$ cat config.mk
export PLATFORM = sky130hd
export DESIGN_NAME = latched_sram
export DESIGN_NICKNAME = d
export VERILOG_FILES = /design/src/rtl/sram_pkg.sv /design/src/rtl/sram_strobe_sampler.sv /design/src/rtl/sram_array.sv /design/src/rtl/sram_out_latch.sv /design/src/rtl/latched_sram.sv
export SDC_FILE = /design/constraint.sdc
export NUM_CORES = 1
export LEC_CHECK = 0
export BUFFER_PORTS_ARGS = -buffer_cell sky130_fd_sc_hd__buf_4
export CAP_MARGIN = 20
export CORE_MARGIN = 5
export CORE_UTILIZATION = 40
export CTS_CLUSTER_SIZE = 14
export DETAILED_ROUTE_END_ITERATION = 8
export PLACE_DENSITY_LB_ADDON = 0.05
export RECOVER_POWER = 50
export SETUP_SLACK_MARGIN = 0.5
export SLEW_MARGIN = 20
export SYNTH_ARGS = -nofsm -noshare
export SYNTH_HDL_FRONTEND = slang
export SYNTH_HIERARCHICAL = 1
export SYNTH_SLANG_ARGS = --single-unit
$ cat constraint.sdc
create_clock -name clk -period 4.3 [get_ports clk]
set_clock_uncertainty 0.15 [all_clocks]
set_input_delay 0.645 -clock clk [delete_from_list [all_inputs] [get_ports clk]]
set_output_delay 0.645 -clock clk [all_outputs]
set_load 0.05 [all_outputs]
$ cat src/rtl/sram_pkg.sv
package sram_pkg;

  // Sampled strobe set, all active low.
  typedef struct packed {
    logic en_n;
    logic s1_n;
    logic s2_n;
    logic wr_n;
  } strobe_t;

  localparam strobe_t STROBE_IDLE = '{en_n: 1'b1, s1_n: 1'b1, s2_n: 1'b1, wr_n: 1'b1};

  // Device is selected only when both selects are low.
  function automatic logic is_selected(strobe_t s);
    return !s.s1_n && !s.s2_n;
  endfunction

  // Write window: all four strobes low at once.
  function automatic logic in_write_window(strobe_t s);
    return !s.en_n && is_selected(s) && !s.wr_n;
  endfunction

endpackage

$ cat src/rtl/sram_strobe_sampler.sv
module sram_strobe_sampler
  import sram_pkg::*;
#(
  parameter int ADDR_W = 8,
  parameter int DATA_W = 4
) (
  input  logic              clk,
  input  logic              rst,
  input  strobe_t           strobe_in,
  input  logic [ADDR_W-1:0] addr_in,
  input  logic [DATA_W-1:0] din_in,
  output strobe_t           cur,
  output logic              en_fall,
  output logic              en_rise,
  output logic              selected,
  output logic              win_open,
  output logic              win_close,
  output logic [ADDR_W-1:0] addr_q,
  output logic [DATA_W-1:0] din_q
);

  strobe_t prev;
  logic    win_prev;

  always_ff @(posedge clk) begin
    if (rst) begin
      cur      <= STROBE_IDLE;
      prev     <= STROBE_IDLE;
      addr_q   <= '0;
      din_q    <= '0;
      win_prev <= 1'b0;
    end else begin
      cur      <= strobe_in;
      prev     <= cur;
      addr_q   <= addr_in;
      din_q    <= din_in;
      win_prev <= win_open;
    end
  end

  assign selected  = is_selected(cur);
  assign win_open  = in_write_window(cur);
  assign win_close = win_prev && !win_open;
  assign en_fall   = prev.en_n && !cur.en_n;
  assign en_rise   = !prev.en_n && cur.en_n;

  // A closing event is a single-cycle pulse.
  assert_close_pulse_R7: assert property (@(posedge clk) disable iff (rst)
    win_close |=> !win_close);

  // A window cannot close in the same sample the enable falls.
  assert_close_not_on_fall_R2: assert property (@(posedge clk) disable iff (rst)
    en_fall |-> !win_close);

endmodule

$ cat src/rtl/sram_array.sv
module sram_array #(
  parameter int ADDR_W = 8,
  parameter int DATA_W = 4,
  parameter int COL_W  = 3
) (
  input  logic              clk,
  input  logic              we,
  input  logic [ADDR_W-1:0] waddr,
  input  logic [DATA_W-1:0] wdata,
  input  logic [ADDR_W-1:0] raddr,
  output logic [DATA_W-1:0] rdata
);

  localparam int ROW_W    = ADDR_W - COL_W;
  localparam int N_ROWS   = 1 << ROW_W;
  localparam int N_COLS   = 1 << COL_W;
  localparam int ROW_BITS = N_COLS * DATA_W;

  logic [ROW_BITS-1:0] rows [N_ROWS];
  logic [ROW_W-1:0]    wrow, rrow;
  logic [COL_W-1:0]    wcol, rcol;
  logic [ROW_BITS-1:0] rline;
  logic [DATA_W-1:0]   col_word [N_COLS];

  // Upper bits pick the row, lower bits pick the 4-bit group.
  assign wrow = waddr[ADDR_W-1:COL_W];
  assign wcol = waddr[COL_W-1:0];
  assign rrow = raddr[ADDR_W-1:COL_W];
  assign rcol = raddr[COL_W-1:0];

  always_ff @(posedge clk) begin
    if (we) rows[wrow][wcol*DATA_W +: DATA_W] <= wdata;
  end

  assign rline = rows[rrow];

  for (genvar g = 0; g < N_COLS; g++) begin : g_col
    assign col_word[g] = rline[g*DATA_W +: DATA_W];
  end

  assign rdata = col_word[rcol];

endmodule

$ cat src/rtl/sram_out_latch.sv
module sram_out_latch #(
  parameter int DATA_W = 4
) (
  input  logic              clk,
  input  logic              rst,
  input  logic              en_low,
  input  logic              en_rise,
  input  logic              selected,
  input  logic              wr_high,
  input  logic              win_close,
  input  logic [DATA_W-1:0] wdata,
  input  logic [DATA_W-1:0] rdata,
  output logic [DATA_W-1:0] lat,
  output logic              oe
);

  logic              upd;
  logic              valid_q;
  logic              valid_nx;
  logic [DATA_W-1:0] lat_nx;

  // Transparent while enable is low; captures once more on its rise.
  assign upd      = en_low || en_rise;
  assign valid_nx = valid_q || upd;
  assign lat_nx   = win_close ? wdata : rdata;

  always_ff @(posedge clk) begin
    if (rst) begin
      lat     <= '0;
      valid_q <= 1'b0;
      oe      <= 1'b0;
    end else begin
      if (upd) lat <= lat_nx;
      valid_q <= valid_nx;
      oe      <= selected && wr_high && valid_nx;
    end
  end

  assert_latch_hold_R5: assert property (@(posedge clk) disable iff (rst)
    (!en_low && !en_rise) |=> $stable(lat));

  assert_written_word_shown_R8: assert property (@(posedge clk) disable iff (rst)
    (win_close && upd) |=> (lat == $past(wdata)));

endmodule

$ cat src/rtl/latched_sram.sv
module latched_sram
  import sram_pkg::*;
#(
  parameter int ADDR_W = 8,
  parameter int DATA_W = 4,
  parameter int COL_W  = 3
) (
  input  logic              clk,
  input  logic              rst,
  input  logic              en_n,
  input  logic              sel1_n,
  input  logic              sel2_n,
  input  logic              wr_n,
  input  logic [ADDR_W-1:0] addr,
  input  logic [DATA_W-1:0] din,
  output logic [DATA_W-1:0] dout,
  output logic              dout_oe
);

  strobe_t           strobe_in;
  strobe_t           cur;
  logic              en_fall, en_rise, selected, win_open, win_close;
  logic [ADDR_W-1:0] addr_q, addr_reg, rd_addr;
  logic [DATA_W-1:0] din_q, rd_data;

  assign strobe_in = '{en_n: en_n, s1_n: sel1_n, s2_n: sel2_n, wr_n: wr_n};

  sram_strobe_sampler #(.ADDR_W(ADDR_W), .DATA_W(DATA_W)) u_sample (
    .clk(clk), .rst(rst), .strobe_in(strobe_in), .addr_in(addr), .din_in(din),
    .cur(cur), .en_fall(en_fall), .en_rise(en_rise), .selected(selected),
    .win_open(win_open), .win_close(win_close), .addr_q(addr_q), .din_q(din_q)
  );

  // Address register loads only on a falling enable.
  always_ff @(posedge clk) begin
    if (rst) addr_reg <= '0;
    else if (en_fall) addr_reg <= addr_q;
  end

  // Bypass so the first read of a cycle sees the new address.
  assign rd_addr = en_fall ? addr_q : addr_reg;

  sram_array #(.ADDR_W(ADDR_W), .DATA_W(DATA_W), .COL_W(COL_W)) u_array (
    .clk(clk), .we(win_close), .waddr(addr_reg), .wdata(din_q),
    .raddr(rd_addr), .rdata(rd_data)
  );

  sram_out_latch #(.DATA_W(DATA_W)) u_latch (
    .clk(clk), .rst(rst), .en_low(!cur.en_n), .en_rise(en_rise),
    .selected(selected), .wr_high(cur.wr_n), .win_close(win_close),
    .wdata(din_q), .rdata(rd_data), .lat(dout), .oe(dout_oe)
  );

  assert_addr_held_R2: assert property (@(posedge clk) disable iff (rst)
    !en_fall |=> $stable(addr_reg));

  assert_deselect_off_R3: assert property (@(posedge clk) disable iff (rst)
    (sel1_n || sel2_n) |-> ##2 !dout_oe);

  assert_write_low_off_R8: assert property (@(posedge clk) disable iff (rst)
    !wr_n |-> ##2 !dout_oe);

  assert_reset_clears_R10: assert property (@(posedge clk)
    rst |=> (!dout_oe && dout == '0));

endmodule

==> results of run 1 <==
-- worst max-delay path by stage --
| stage | from | end | slack (ps) |
|---|---|---|---|
| global placement | u_sample/prev[3] | u_latch/lat[3] | 210 |
| finish | addr_reg[0] | u_array/rows[20][15] | 470 |
| detailed placement | u_sample/prev[3] | u_latch/lat[3] | 290 |
| global route | addr_reg[0] | u_array/rows[5][15] | 270 |
| CTS | u_sample/prev[3] | u_latch/lat[2] | 510 |
| floorplan | addr_reg[0] | u_array/rows[0][28] | 1070 |
-- cells in the final DEF, fill, tap and decap left out, types with 8 or more instances in the layout --
cell type / n
nor2_2: 9
or2_2: 9
nand3_1: 22
clkbuf_1: 57
mux4_2: 200
edfxtp_1: 1024
a21oi_1: 16
nor3_1: 16
a211oi_1: 12
clkinv_1: 16
mux2i_1: 114
nand2_1: 65
bufinv_16: 16
clkbuf_16: 116
o22ai_1: 22
nor2_1: 311
o221ai_1: 21
clkinv_2: 23
buf_12: 10
a2bb2oi_1: 16
a22o_1: 8
dfxtp_1: 32
and2_1: 19
o21ai_0: 29
a22oi_1: 32
mux2_2: 16
buf_4: 114
nor2b_1: 51
-- layout make-up --
cell class | count | area share, %
inverters | 5 | 0.03870
clock buffers | 146 | 6.280
repair buffers | 171 | 2.758
flip-flops and latches | 1056 | 64.72
clock inverters | 66 | 1.612
diodes | 5 | 0.02580
well taps | 1391 | 3.589
multi-input cells | 1105 | 20.97
-- worst max-delay path, stage by stage, from the launching register on --
cell      delay [ps]
dfxtp_1          540
inv_1            140
ha_1             230
ha_1             330
nor2b_1          340
nand2b_1         250
nor2_2           150
clkbuf_1        1210
-- report_power, final --
| part | total, mW | switching [mW] | leakage, nW | internal, mW |
|---|---|---|---|---|
| combinational | 0.740 | 0.469 | 3.04 | 0.271 |
| clock | 9.94 | 3.99 | 1.86 | 5.95 |
| sequential | 11.2 | 0.0269 | 7.60 | 11.2 |
-- what timing repair did --
item	4_1_cts	5_1_grt
gates resized for setup	14	15
setup buffers	3	8
gates cloned	2	1
endpoints found under the setup margin	4	4
endpoints found under the hold margin	7	0
hold buffers	7	0
pin swaps	0	1
-- per-stage QoR --
step           utilization (%)  cell area, µm²
5_1_grt                  46.19           48490
6_report                 46.20           48500
3_3_place_gp             42.33           44430
3_5_place_dp             42.36           44460
2_1_floorplan                -           42120
4_1_cts                  46.18           48480
-- cells by family after synthesis --
| group | after synthesis |
|---|---|
| mux | 338 |
| fa+ha+maj | 5 |
| flops | 1056 |
| buf+inv | 133 |
| simple gates | 557 |
| compound gates | 202 |
-- per-layer routing --
layer	vias to the layer above	track usage (%)	routed length (µm)	part of all wire (%)
met5	-	0	0	0
met4	0	4.923	2547	2.1
met3	142	3.722	8402	6.9
met2	845	34.39	57770	47
met1	11930	31.43	53490	44
li1	9500	-	-	-
==> flow_summary_export.csv, run 1 <==
group,metric,value,unit
cts,cts_max_level,3,
die,die_x,334.5,µm
job,cap_violations,17,
timing,worst_pin_slew,1748,ps
logic_synthesis,ys_top_cells_by_count,"edfxtp_1 (1,024), nor2_1 (320), mux4_2 (200)",
timing,slew_headroom,-16.57,%
logic_synthesis,yosys.area_share.simple,5.965,%
die,row_count,119,
die,die_h,334.5,µm
global_routing,antenna_found_initial,8,
logic_synthesis,synthMuxAreaShare,14.12,%
place,io_buffers,22,
outcome,status,"finished, violations left",
cells_and_area,nNetsFinal,2475,
logic_synthesis,async_flop_share,0,%
timing,slew_violations,560,
global_routing,grt_pass1_vias,22840,
logic_synthesis,yosysWarnings,6,
pwr,powerDensity,450.9,mW/mm²
timing,layout_setup_ws,469.2,ps
cts,clockRootBuffer,"clkbuf_16",
routing,drt_iter0_drc,2140,
cells_and_area,drive_gt1_share,22.48,%
logic_synthesis,synth-compound-area-share,3.449,%
place,gp_congestion,0.8486,
timing,min_period,3831,ps
pwr,p_leak,12.50,nW
timing,grt_setup_unrepaired,"false",
cells_and_area,ff_latch_area,0.03139,mm²
routing,drtPass1Iterations,5,
worst_setup_path,r2r_end,"u_array/rows[20][15]",
cells_and_area,syn_to_final_growth,15.14,%
logic_synthesis,ys_seq_area_share,74.53,%
logic_synthesis,synth.net_count,2314,
routing,ant_nets,0,
place,place_hpwl,79710,µm
logic_synthesis,synth_top_area_share,73.01,%
logic_synthesis,synth_xor_area_share,0,%
cts,cts_tree,"built",
routing,avgRoutedWirePerCell,30.98,µm
cts,clkTransAtPathRegs,60,ps
global_routing,grt.overflow.total,0,
logic_synthesis,synth_cell_type_count,56,
cts,cts_buffer_depth,3,
cells_and_area,largest_reg_flops,1024,
min_path,min_from,"addr[1]",
place,place_ws,286.7,ps
worst_setup_path,required,4390,ps
logic_synthesis,syn_area,0.04212,mm²
pwr,ir_drop,0.3364,mV
global_routing,grt_pass1_wl,172600,µm
logic_synthesis,synth_edf_count,1024,
logic_synthesis,synth_fa_ha_area_share,0.1485,%
cts,cts_inserted_buffers,113,
worst_setup_path,path_class,"register to register",
timing,hold_violations,0,
min_path,hold_path_end,"u_sample/addr_q[1]",
place,dp.cells,3707,
logic_synthesis,synth_most_common_cell,"edfxtp_1",
timing,whs,37.78,ps
logic_synthesis,ys_ff_latch,1056,
cells_and_area,multiInputGateArea,0.01017,mm²
min_path,hold_class,"primary input to register",
pwr,total_power,21.87,mW
logic_synthesis,ys_dominant_reg_cell,"edfxtp_1",
outcome,violations,"capacitance limit, slew limit",
timing,setup_tns,0,ps
logic_synthesis,synth_area_leaders,"edfxtp_1 (73%), mux4_2 (11%), nor2_1 (2.9%), mux2i_1 (2.7%), dfxtp_1 (1.5%)",
worst_setup_path,rrSetupSlack,470,ps
logic_synthesis,synth_top_area_cell,"edfxtp_1",
timing,finalCritPeriodShare,89.09,%
logic_synthesis,avgSynthCellArea,18.38,µm²
global_routing,grt_max_degree,57,
cts,clk-insertion-delay-late,700,ps
die,coreArea,0.1050,mm²
timing,clock.fmax,261.0,MHz
routing,drt-total-wl,122200,µm
logic_synthesis,synth_top_family_by_area,"multiplexers",
routing,vias,22420,
worst_setup_path,timing.rr.start,"addr_reg[0]",
die,initial_core_util,40.13,%
worst_setup_path,crit_fanout,32,
cells_and_area,final_cells,3945,
routing,viasPerCell,5.682,
timing,setup_viol,0,
min_path,hold_depth,2,
die,io_pins,23,
worst_setup_path,cp-end-kind,"register",
cells_and_area,fill_cells,8947,
global_routing,grtUsageTotal,21.57,%
die,dieArea,0.1119,mm²
cts,cts.sinks,1056,
worst_setup_path,arrival,3930,ps
worst_setup_path,worstRegToRegCells,7,
routing,drc,0,
worst_setup_path,cp-start-kind,"register",
logic_synthesis,synthCells,2291,
Note: power is estimated with default switching activity, not from simulation.
==> inputs of run 2 (changes only) <==
- CTS_CLUSTER_DIAMETER: default -> 100
- RECOVER_POWER: 50 -> default
==> run 2 against run 1 <==
The run now ends clean. Highest routed layer unchanged. Largest power group unchanged. Critical endpoint is now u_latch/lat[1]. Wire length fell by 0.11%. Largest cell class unchanged. Combinational power grew 2%. Count of clock-buffer cells in the layout decreased by 24. Die area unchanged. Global-route usage about the same. Setup slack better by 140 ps. First-iteration DRC count grew 0.28%. Power decreased by 12%. Sequential cell count stayed put.
==> flow_summary_export.csv, run 2 (synthesized netlist as in run 1, its figures left out) <==
group,metric,value,unit
outcome,status,"finished, final reports clean",
cts,cts_inserted_buffers,85,
cells_and_area,largest_reg_flops,1024,
timing,layout_setup_ws,604.6,ps
place,place_area,0.04446,mm²
place,place_ws,286.7,ps
place,place_hpwl,79710,µm
die,row_count,119,
global_routing,grt_max_degree,57,
routing,vias,22140,
die,dieArea,0.1119,mm²
pwr,switching_power,4.020,mW
worst_setup_path,rrSetupSlack,600,ps
die,io_pins,23,
global_routing,grtUsageTotal,21.57,%
worst_setup_path,cp_cell_sequence,"nor2b_1, buf_6, mux2_8, buf_12, buf_4, mux4_2, mux4_2, a211o_1, nand4_1, o211ai_1, mux2i_1, a211oi_1",
die,initial_core_util,40.13,%
routing,drtPass1Iterations,8,
worst_setup_path,max_stage_delay,470,ps
place,gp_congestion,0.8486,
worst_setup_path,crit_family,"multiplexers",
global_routing,grt_pass1_vias,22690,
cts,cts.sinks,1056,
worst_setup_path,required,4680,ps
cts,cts_max_level,3,
worst_setup_path,crit_top_cell,"mux4_2",
routing,viasPerCell,5.742,
cts,cts_buffer_depth,3,
routing,drc,0,
timing,whs,49.65,ps
cells_and_area,post-route-util,44.95,%
timing,slew_headroom,18.41,%
global_routing,grt_pass1_wl,172500,µm
worst_setup_path,crit_buf_inv,3,
timing,worst_pin_slew,1221,ps
cts,clk-insertion-delay-late,670,ps
pwr,powerDensity,406.7,mW/mm²
min_path,hold_path_end,"u_sample/addr_q[7]",
pwr,pwr-share-seq,58.2,%
worst_setup_path,path_class,"register to register",
cts,clkTransAtPathRegs,70,ps
timing,clock.fmax,270.6,MHz
min_path,hold_depth,2,
timing,min_period,3695,ps
pwr,p_int,15.17,mW
global_routing,grt.overflow.total,0,
job,cap_violations,0,
place,dp.cells,3707,
routing,avgRoutedWirePerCell,31.67,µm
cells_and_area,final_cell_mix,"edfxtp_1 (1,024), nor2_1 (307), mux4_2 (200), buf_4 (148), mux2i_1 (114)",
worst_setup_path,cp-end-kind,"register",
cells_and_area,drive_gt1_share,21.76,%
cells_and_area,final_cells,3855,
pwr,swShare,20.95,%
worst_setup_path,arrival,4080,ps
timing,setup_tns,0,ps
cts,cts_tree,"built",
pwr,total_power,19.19,mW
pwr,p_leak,11.91,nW
worst_setup_path,timing.rr.start,"u_sample/prev[3]",
worst_setup_path,cp-start-kind,"register",
worst_setup_path,worstRegToRegCells,12,
cells_and_area,design_area,0.04718,mm²
timing,grt_setup_unrepaired,"false",
timing,hold_violations,0,
die,die_x,334.5,µm
routing,drt_iter0_drc,2146,
worst_setup_path,r2r_end,"u_latch/lat[1]",
cells_and_area,syn_to_final_growth,12.02,%
timing,slew_violations,0,
die,die_h,334.5,µm
min_path,min_from,"addr[7]",
global_routing,antenna_found_initial,5,
timing,finalCritPeriodShare,85.94,%
worst_setup_path,crit_fanout,14,
pwr,pwr-share-clk,37.8,%
routing,ant_nets,0,
pwr,combPwrFrac,3.9,%
routing,drt-total-wl,122100,µm
die,coreArea,0.1050,mm²
worst_setup_path,critPathSlowestCell,"mux4_2",
cells_and_area,nNetsFinal,2445,
timing,setup_viol,0,
place,io_buffers,22,
pwr,ir_drop,0.3470,mV
cells_and_area,layout_commonest_cell,"edfxtp_1",
min_path,hold_class,"primary input to register",
cts,clockRootBuffer,"clkbuf_16",
run 2: cell types whose count changed in the layout (fill, tap and decap cells not counted), sizes merged, moves of 4 or more:
cell	before	now
buf	130	165
clkbuf	180	122
clkinvlp	5	1
clkinv	43	3
diode	5	1
bufinv	16	0
run 2: power by group through the flow:
stage                     registers, mW  clock network (mW)  logic (mW)
after floorplan                    11.4                   0       0.427
after global placement             11.4                   0       0.711
after detailed placement           11.4                   0       0.715
after CTS                          11.2                7.50       0.735
after global routing               11.2                7.90       0.792
final                              11.2                7.26       0.752
run 2: layout make-up:
class                           instances  area (µm²)
Clock inverter                          6       53.80
Inverter                                5       20.02
Multi-Input combinational cell       1105       10190
Clock buffer                          122        2330
Fill cell                            9010       57790
Sequential cell                      1056       31390
Timing Repair Buffer                  169        1458
Antenna cell                            1       2.502
Tap cell                             1391        1740
run 2: routing by layer:
metal  track usage [%]  routed length, µm  up-vias
li1                  -                  -     9383
met2             34.41              57920      741
met3             3.751               7755      132
met1             31.33              54000    11880
met4             5.075               2406        0
met5                 0                  0        -
run 2: worst max path at each step:
stage,start,end,slack (ps),depth (start not counted)
after global placement,u_sample/prev[3],u_latch/lat[3],210,13
after floorplan,addr_reg[0],u_array/rows[0][28],1070,5
final,u_sample/prev[3],u_latch/lat[1],600,12
after global routing,u_sample/prev[3],u_latch/lat[1],510,12
after detailed placement,u_sample/prev[3],u_latch/lat[3],290,13
after CTS,u_sample/prev[3],u_latch/lat[2],500,12
run 2: repair_timing:
| action | CTS | global route |
|---|---|---|
| hold endpoints to repair | 4 | 0 |
| pin swaps | 0 | 1 |
| buffers inserted | 3 | 8 |
| setup endpoints to repair | 4 | 4 |
| gates resized for setup | 13 | 15 |
| cloned | 2 | 1 |
| hold buffers | 4 | 0 |
==> inputs of run 3 (changes only) <==
- CORE_ASPECT_RATIO: default -> 0.75
- CORE_UTILIZATION: 40 -> 47
==> run 3 against run 2 <==
Count of clock-buffer cells in the layout rose by 24. Power barely moved. Sequential cell count did not move. Non-clock buffer count fell by 16. Cell count fell by 4.5%. Register-to-register slack got worse by 170 ps. Largest cell class unchanged.
==> flow_summary_export.csv, run 3 (synthesized netlist as in run 1, its figures left out) <==
group,metric,value,unit
routing,viasPerCell,6.156,
timing,hold_violations,0,
min_path,hold_depth,2,
timing,slew_violations,0,
global_routing,antenna_found_initial,4,
place,io_buffers,22,
place,place_area,0.04422,mm²
pwr,p_leak,11.84,nW
worst_setup_path,max_stage_delay,690,ps
worst_setup_path,worstRegToRegCells,11,
worst_setup_path,required,4680,ps
worst_setup_path,cp-end-kind,"register",
routing,drt-total-wl,119100,µm
global_routing,grt_util_met2,35.28,%
worst_setup_path,arrival,4240,ps
worst_setup_path,crit_family,"compound AO/OA/AOI/OAI gates",
cells_and_area,syn_to_final_growth,11.29,%
min_path,min_from,"addr[1]",
global_routing,grt_max_degree,39,
cts,cts_tree,"built",
cts,cts.sinks,1056,
worst_setup_path,crit_buf_inv,2,
global_routing,grt_pass1_wl,169200,µm
die,io_pins,23,
outcome,status,"finished, final reports clean",
global_routing,grt.overflow.total,0,
worst_setup_path,cp-start-kind,"register",
routing,drc,0,
cts,clockRootBuffer,"clkbuf_16",
cts,clk-insertion-delay-late,660,ps
place,place_hpwl,78430,µm
cells_and_area,largest_reg_flops,1024,
worst_setup_path,path_class,"register to register",
global_routing,use_met3,4.791,%
timing,setup_tns,0,ps
cts,clkTransAtPathRegs,70,ps
routing,ant_nets,0,
routing,vias,22670,
global_routing,use_met1,39.63,%
place,gp_congestion,0.8799,
timing,grt_setup_unrepaired,"true",
cells_and_area,fill_cells,7102,
cells_and_area,layout_commonest_cell,"edfxtp_1",
worst_setup_path,startpoint,"addr_reg[4]",
timing,clock.fmax,259.0,MHz
cells_and_area,diodes,0,
place,place_ws,144.5,ps
worst_setup_path,r2r_end,"u_latch/lat[3]",
cts,cts_buffer_depth,3,
cells_and_area,final_cells,3682,
die,die_x,355.7,µm
worst_setup_path,cp_cell_sequence,"mux2_8, buf_12, buf_4, mux4_2, and2_1, a2111oi_1, a211oi_1, o211ai_1, o211ai_1, mux2i_1, a211oi_1",
cells_and_area,design_area,0.04687,mm²
timing,whs,57.42,ps
timing,layout_setup_ws,438.7,ps
pwr,ir_drop,0.2861,mV
die,coreArea,0.08927,mm²
timing,min_period,3861,ps
worst_setup_path,crit_fanout,38,
routing,drtPass1Iterations,6,
worst_setup_path,timing.rr.start,"addr_reg[4]",
cts,cts_max_level,3,
timing,worst_pin_slew,1199,ps
cells_and_area,final_cell_mix,"edfxtp_1 (1,024), nor2_1 (308), mux4_2 (200), buf_4 (133), mux2i_1 (114)",
die,dieArea,0.09576,mm²
timing,finalCritPeriodShare,89.80,%
cts,cts_inserted_buffers,85,
pwr,powerDensity,409.3,mW/mm²
global_routing,grt_pass1_vias,22080,
min_path,hold_class,"primary input to register",
cells_and_area,drive_gt1_share,20.81,%
worst_setup_path,critPathSlowestCell,"a2111oi_1",
timing,slew_headroom,19.88,%
timing,setup_viol,0,
min_path,hold_path_end,"u_sample/addr_q[1]",
global_routing,grtUsageTotal,24.83,%
routing,drt_iter0_drc,3175,
place,dp.cells,3519,
worst_setup_path,rrSetupSlack,440,ps
job,cap_violations,0,
die,initial_core_util,47.18,%
routing,avgRoutedWirePerCell,32.35,µm
die,row_count,95,
global_routing,busiest_layer,"met1",
cells_and_area,nNetsFinal,2428,
die,die_h,269.3,µm
run 3: per-layer routing:
metal / routed length [µm] / part of all wire, %
met1: 54220 / 46
met4: 3343 / 2.8
met3: 10740 / 9.0
met5: 39 / 0.033
met2: 50780 / 43
run 3: worst register-to-register path, stage by stage (launching register included):
cell	delay (ps)
dfxtp_1	560
mux2_8	430
buf_12	290
buf_4	350
mux4_2	390
and2_1	180
a2111oi_1	690
a211oi_1	130
o211ai_1	150
o211ai_1	110
mux2i_1	200
a211oi_1	100
run 3: worst max-delay path by stage:
stage,endpoint,slack (ps),cells after the start
global placement,u_latch/lat[3],200,12
global route,u_latch/lat[3],500,11
finish,u_latch/lat[3],440,11
CTS,u_latch/lat[3],540,12
floorplan,u_array/rows[0][28],1070,5
detailed placement,u_latch/lat[3],140,12
run 3: cell type report:
cell class,count,area (µm²),share of cell area (%)
clock buffers,146,2399,5.117
clock inverters,6,52.55,0.1121
inverters,5,18.77,0.04004
multi-input cells,1104,10130,21.60
flip-flops and latches,1056,31390,66.97
well taps,1212,1516,3.235
repair buffers,153,1368,2.918
run 3: per-stage QoR:
step | power, mW | utilization (%)
after floorplan | 11.82 | -
after global placement | 12.10 | 49.53
after detailed placement | 12.11 | 49.54
after CTS | 19.34 | 52.43
after global routing | 19.81 | 52.51
final | 19.19 | 52.51
run 3: what timing repair did:
action | 4_1_cts | 5_1_grt
hold endpoints to repair | 3 | 0
setup endpoints to repair | 4 | 4
gates cloned | 2 | 0
setup buffers | 5 | 0
gates resized for setup | 4 | 10
hold buffers | 3 | 0
run 3: power by group:
group / internal [mW] / switching, mW / leakage [nW]
Combinational: 0.270 / 0.458 / 3.07
Sequential: 11.1 / 0.0315 / 7.60
Clock: 3.79 / 3.49 / 1.17
